### src/rtl/adc_port_pkg.sv
package adc_port_pkg;
  typedef enum logic [1:0] {
    ST_CONV  = 2'd0,
    ST_SLEEP = 2'd1,
    ST_DATA  = 2'd2
  } port_state_e;
endpackage

### src/rtl/conv_timer.sv
module conv_timer #(
  parameter int CNT_W = 16
) (
  input  logic             clk_i,
  input  logic             rst_ni,
  input  logic             restart_i,
  input  logic             run_i,
  input  logic [CNT_W-1:0] len_i,
  output logic             done_o
);
  logic [CNT_W-1:0] cnt_q;

  // a length of 0 finishes after one cycle, like a length of 1
  assign done_o = run_i && (({1'b0, cnt_q} + 1'b1) >= {1'b0, len_i});

  always_ff @(posedge clk_i or negedge rst_ni) begin
    if (!rst_ni)                  cnt_q <= '0;
    else if (restart_i)           cnt_q <= '0;
    else if (run_i && !done_o)    cnt_q <= cnt_q + 1'b1;
  end

  a_r3_count_step: assert property (@(posedge clk_i) disable iff (!rst_ni)
    (run_i && !done_o && !restart_i) |=> (cnt_q == CNT_W'($past(cnt_q) + 1'b1)));
endmodule

### src/rtl/frame_shifter.sv
module frame_shifter #(
  parameter int W = 32,
  localparam int CW = $clog2(W)
) (
  input  logic         clk_i,
  input  logic         rst_ni,
  input  logic         load_i,
  input  logic [W-1:0] load_val_i,
  input  logic         start_i,
  input  logic         shift_i,
  output logic         msb_o,
  output logic         last_o
);
  logic [W-1:0]  shreg_q;
  logic [CW-1:0] bit_q;

  assign msb_o  = shreg_q[W-1];
  assign last_o = (bit_q == CW'(W-1));

  always_ff @(posedge clk_i or negedge rst_ni) begin
    if (!rst_ni) begin
      shreg_q <= '0;
      bit_q   <= '0;
    end else begin
      if (load_i)       shreg_q <= load_val_i;
      else if (shift_i) shreg_q <= {shreg_q[W-2:0], 1'b0};
      if (start_i)      bit_q <= '0;
      else if (shift_i) bit_q <= bit_q + 1'b1;
    end
  end

  // result held static while not loading or shifting
  a_r9_frame_static: assert property (@(posedge clk_i) disable iff (!rst_ni)
    (!load_i && !shift_i) |=> $stable(shreg_q));
endmodule

### src/rtl/adc_serial_port.sv
module adc_serial_port
  import adc_port_pkg::*;
#(
  parameter int RES_W = 24,
  parameter int SUB_W = 5,
  parameter int CNT_W = 16,
  localparam int WORD_W  = RES_W + SUB_W + 1,
  localparam int FRAME_W = WORD_W + 2
) (
  input  logic              clk_i,
  input  logic              rst_ni,
  input  logic              csn_i,
  input  logic              sclk_i,
  input  logic              load_i,
  input  logic [WORD_W-1:0] result_i,
  input  logic [CNT_W-1:0]  conv_len_i,
  output logic              sdo_o,
  output logic              sdo_oe_o,
  output logic              ext_mode_o
);
  port_state_e state_q, state_d;
  logic sclk_q, csn_q, por_q, ext_mode_q;
  logic [WORD_W-1:0] pend_q;
  logic sclk_rise, sclk_fall, csn_fall;
  logic conv_done, frame_start, frame_shift, frame_end, abort, restart;
  logic shf_msb, shf_last;

  assign sclk_rise = sclk_i && !sclk_q;
  assign sclk_fall = !sclk_i && sclk_q;
  assign csn_fall  = !csn_i && csn_q;

  assign frame_start = (state_q == ST_SLEEP) && sclk_rise && !csn_i && !csn_q && ext_mode_q;
  assign frame_shift = (state_q == ST_DATA) && sclk_fall && !csn_i;
  assign frame_end   = frame_shift && shf_last;
  assign abort       = (state_q == ST_DATA) && csn_i;
  assign restart     = frame_end || abort;

  always_ff @(posedge clk_i or negedge rst_ni) begin
    if (!rst_ni) begin
      sclk_q     <= 1'b0;
      csn_q      <= 1'b1;
      por_q      <= 1'b0;
      ext_mode_q <= 1'b0;
      pend_q     <= '0;
      state_q    <= ST_CONV;
    end else begin
      sclk_q  <= sclk_i;
      csn_q   <= csn_i;
      por_q   <= 1'b1;
      state_q <= state_d;
      if (!por_q || csn_fall) ext_mode_q <= !sclk_i;
      if (load_i)             pend_q <= result_i;
    end
  end

  always_comb begin
    state_d = state_q;
    unique case (state_q)
      ST_CONV:  if (conv_done)   state_d = ST_SLEEP;
      ST_SLEEP: if (frame_start) state_d = ST_DATA;
      ST_DATA:  if (restart)     state_d = ST_CONV;
      default:                   state_d = ST_CONV;
    endcase
  end

  conv_timer #(.CNT_W(CNT_W)) u_timer (
    .clk_i     (clk_i),
    .rst_ni    (rst_ni),
    .restart_i (restart),
    .run_i     (state_q == ST_CONV),
    .len_i     (conv_len_i),
    .done_o    (conv_done)
  );

  // frame: end-of-conversion 0, dummy 0, then the pending word
  frame_shifter #(.W(FRAME_W)) u_shift (
    .clk_i      (clk_i),
    .rst_ni     (rst_ni),
    .load_i     (conv_done),
    .load_val_i ({2'b00, pend_q}),
    .start_i    (frame_start),
    .shift_i    (frame_shift),
    .msb_o      (shf_msb),
    .last_o     (shf_last)
  );

  assign sdo_o      = (state_q == ST_CONV) ? 1'b1 : shf_msb;
  assign sdo_oe_o   = !csn_i;
  assign ext_mode_o = ext_mode_q;

  a_r2_sleep_flag_low: assert property (@(posedge clk_i) disable iff (!rst_ni)
    (state_q == ST_SLEEP) |-> !sdo_o);

  a_r4_start_on_rise: assert property (@(posedge clk_i) disable iff (!rst_ni)
    (state_q == ST_SLEEP && !sclk_rise) |=> (state_q != ST_DATA));

  a_r5_frame_end_conv: assert property (@(posedge clk_i) disable iff (!rst_ni)
    frame_end |=> (state_q == ST_CONV && sdo_o));

  a_r6_abort_conv: assert property (@(posedge clk_i) disable iff (!rst_ni)
    (state_q == ST_DATA && csn_i) |=> (state_q == ST_CONV));

  a_r7_mode_hold: assert property (@(posedge clk_i) disable iff (!rst_ni)
    (por_q && !csn_fall) |=> $stable(ext_mode_q));
endmodule

### config.mk
export PLATFORM = sky130hd
export DESIGN_NAME = adc_serial_port
export DESIGN_NICKNAME = d
export VERILOG_FILES = /design/src/rtl/adc_port_pkg.sv /design/src/rtl/conv_timer.sv /design/src/rtl/frame_shifter.sv /design/src/rtl/adc_serial_port.sv
export SDC_FILE = /design/constraint.sdc
export NUM_CORES = 1
export LEC_CHECK = 0
export BUFFER_PORTS_ARGS = -buffer_cell sky130_fd_sc_hd__buf_4
export CAP_MARGIN = 20
export CORE_UTILIZATION = 52
export CTS_BUF_LIST = sky130_fd_sc_hd__clkbuf_4 sky130_fd_sc_hd__clkbuf_8 sky130_fd_sc_hd__clkbuf_16
export DETAILED_ROUTE_END_ITERATION = 7
export PLACE_DENSITY = 0.82
export SLEW_MARGIN = 25
export SYNTH_ARGS = -nofsm -noshare
export SYNTH_HDL_FRONTEND = slang
export SYNTH_SLANG_ARGS = --single-unit
### constraint.sdc
create_clock -name clk_i -period 3.17 [get_ports clk_i]
set_input_delay 0.317 -clock clk_i [delete_from_list [all_inputs] [get_ports clk_i]]
set_output_delay 0.317 -clock clk_i [all_outputs]
set_load 0.01 [all_outputs]
==> key figures <==
Clocking
  – Worst-path clk slew: 0.09 ns
  – Cts hold-fix bufs: 0
  – Htree depth: 3
  – CTS root buf: clkbuf_8
  – CTS Buffer Depth: 2
  – Worst-skew pair later-pin latency: 0.36 ns
  – CTS buffer count: 9
  – Clock tree sinks: 89
  – TritonCTS clock tree: done

Detailed routing
  – Initial DRT Pass Iterations: 4
  – Vias per cell: 5.41
  – Initial drt markers: 132
  – DRC: 0
  – Drt wl/cell: 14.8 um
  – Final WL: 8720 um
  – DRT antenna net count: 0
  – Via count: 3180

Global routing
  – Vias in the first global route: 3095
  – First-pass GRT wire length: 13800 um
  – Initial antenna violation count: 0
  – Gr usage total: 20.0%
  – Congestion Overflow GR: 0
  – Largest net degree at the start of global routing: 90

Critical path
  – CP max FO: 8
  – CP cell instances: ha_4, nand3_4, or2_4, nor2_4, xor2_2, ha_1, a21oi_2, o211ai_1, or3_4, a2111oi_4, buf_6, nor2b_4, a221o_1
  – CP peak stage delay: 0.43 ns
  – Slowest cell on crit path: or3_4
  – Endpoint class of the critical path: register
  – CP Data Required Time: 3.42 ns
  – WP data arrival: 3.35 ns
  – CP startpoint kind: register
  – Kind of critical path: register to register

Yosys
  – Synth Net Count: 483
  – Sequential area share after synthesis: 50.4%
  – Warnings, synthesis: 0
  – Mapped Cells: 413
  – Synth top area share: 49.8%
  – Synth Cell Area: 4420 um^2
  – Async set or reset register ratio after synthesis: 100%
  – Synth cell count leaders: dfrtp_1, nor2_1, a21oi_1
  – Top post-synthesis cells by area: dfrtp_1, mux2_2, mux2i_1
  – Synth unique cells: 43
  – Synth area leader: dfrtp_1
  – Number of synthesized flops with an enable pin: 0
  – Post-synth top flop: dfrtp_1
  – Count leader, synth: dfrtp_1
  – Mean Syn Cell Area: 10.7 um^2
  – Synth Register Bits: 89

STA
  – Finish-stage setup viols: 0
  – Crit share post-route: 97.8%
  – Minimum clock period: 3.10 ns
  – Maximum clock rate: 0.323 GHz
  – Max-slew headroom: 47.6%
  – RSZ-0062 raised after global routing: yes
  – Setup Skew: 0.0116 ns
  – Worst-margin pin slew: 0.787 ns
  – Final hold slack: 0.0198 ns
  – Hold Vio Cnt, Final: 0
  – Slew Viols, Final: 0

Place
  – Routability congestion estimate: 0.792
  – DP Wirelength: 5400 um
  – Number of port buffers: 53

Floorplanning
  – DIE AREA: 8880 um^2
  – FP Rows: 33
  – Core area: 8220 um^2
  – Initial Utilization: 53.8%
  – Die height: 94.2 um
  – Die width: 94.2 um
  – Number of top-level pins: 54

Final layout
  – Register area: 2230 um^2
  – N_diodes: 0
  – Filler instances: 600
  – Layout cells sized above 1: 30.6%
  – Synth-to-Final Area Change: 22.5%
  – Nets: 548
  – Multi-input gate area: 2130 um^2

Power
  – Leakage power: 2.61 nW
  – PwrDens: 526 nW/um^2
  – Peak supply drop: 0.345 mV
  – Design Power: 2.85 mW

Status
  – Status: complete, no violations

Worst hold path
  – Hold Crit Class: input port to async pin

Flow run
  – Max cap viols: 0
## what timing repair did
item	CTS	global route
pin swaps	2	8
resized for setup	5	15
setup endpoints to repair	16	48
buffers inserted	2	3
gates cloned	1	3
## logic make-up after synthesis
group / share of synthesized area (%)
AO/OA/AOI/OAI: 9.62
XOR/XNOR: 2.97
adder cells (fa/ha/maj): 5.37
buffers and inverters: 3.99
flip-flops: 50.4
multiplexers: 14.9
other: 0.0848
AND/OR/NAND/NOR: 12.7
## worst paths after layout
check	to	from	cells after the start	slack, ns
setup / recovery	u_timer.cnt_q[6]	u_timer.cnt_q[1]	13	0.07
hold / removal	u_timer.cnt_q[3]	rst_ni	1	0.02
setup reg to reg	u_timer.cnt_q[6]	u_timer.cnt_q[1]	13	0.07
hold reg to reg	pend_q[18]	pend_q[18]	1	0.51
max in group asynchronous	u_timer.cnt_q[0]	rst_ni	1	2.61
min in group clk_i	csn_q	csn_i	1	0.09
## sequential cells by signal, summed over array words and instances (netlist names)
name and cells:
por_q 1, ext_mode_o 1, csn_q 1, state_q 2, u_shift.shreg_q 32, sclk_q 1, pend_q 30, u_timer.cnt_q 16
u_shift.bit_q 5
## metrics by stage
stage	TNS (ns)	cell area (um^2)	utilization, %	cells	worst slack, ns
CTS	0	5280	64.2	582	0.0187
floorplan	0	4470	-	413	0.00274
global placement	0	5010	60.9	563	0.0316
finish	0	5420	65.9	588	0.0707
global route	-0.648	5420	65.9	588	-0.0720
detailed placement	-0.719	5010	61.0	563	-0.101
## per-layer routing
layer | global-route usage (%) | vias to the layer above | routed length, um
li1 | - | 1564 | -
met1 | 25.9 | 1529 | 3950
met2 | 33.0 | 79 | 4280
met3 | 3.40 | 8 | 387
met4 | 8.85 | 0 | 95
met5 | 0 | - | 0
## area by class of cell
| cell class | instances | area share, % |
|---|---|---|
| clock buffer | 9 | 2.29 |
| clock inverter | 7 | 1.92 |
| inverter | 21 | 1.45 |
| multi-input combinational | 282 | 39.3 |
| sequential | 89 | 41.2 |
| tap | 105 | 2.42 |
| timing repair buffer | 75 | 11.5 |
## placed cells by master (no fill, tap or decap), types with 5 or more instances in the layout
| cell | synthesis | final |
|---|---|---|
| a21oi_1 | 33 | 32 |
| a221o_1 | 6 | 6 |
| and3_1 | 8 | 6 |
| buf_4 | 2 | 68 |
| clkbuf_8 | 0 | 9 |
| dfrtp_1 | 88 | 87 |
| ha_1 | 19 | 18 |
| inv_1 | 21 | 21 |
| mux2_2 | 31 | 31 |
| mux2i_1 | 31 | 31 |
| nand2_1 | 24 | 24 |
| nand3_1 | 10 | 7 |
| nand4_1 | 5 | 5 |
| nor2_1 | 50 | 47 |
| o21ai_0 | 10 | 10 |
| xnor2_1 | 9 | 8 |
| xor2_1 | 6 | 5 |
## worst max-delay path, delay by kind of cell, from the launching register on
kind	cells	cell delay (ns)
AOI/OAI and AO/OA	4	0.75
xor gates and xnor gates	1	0.18
adders and majority gates	2	0.47
buffers and inverters	1	0.18
DFF	1	0.42
and+or+nand+nor	5	0.98
## where the power goes
part,total (mW),internal (mW),switching [mW]
clock,0.872,0.452,0.421
sequential,1.34,1.25,0.0849
combinational,0.642,0.339,0.302
Power figures use the tool's default switching activity.
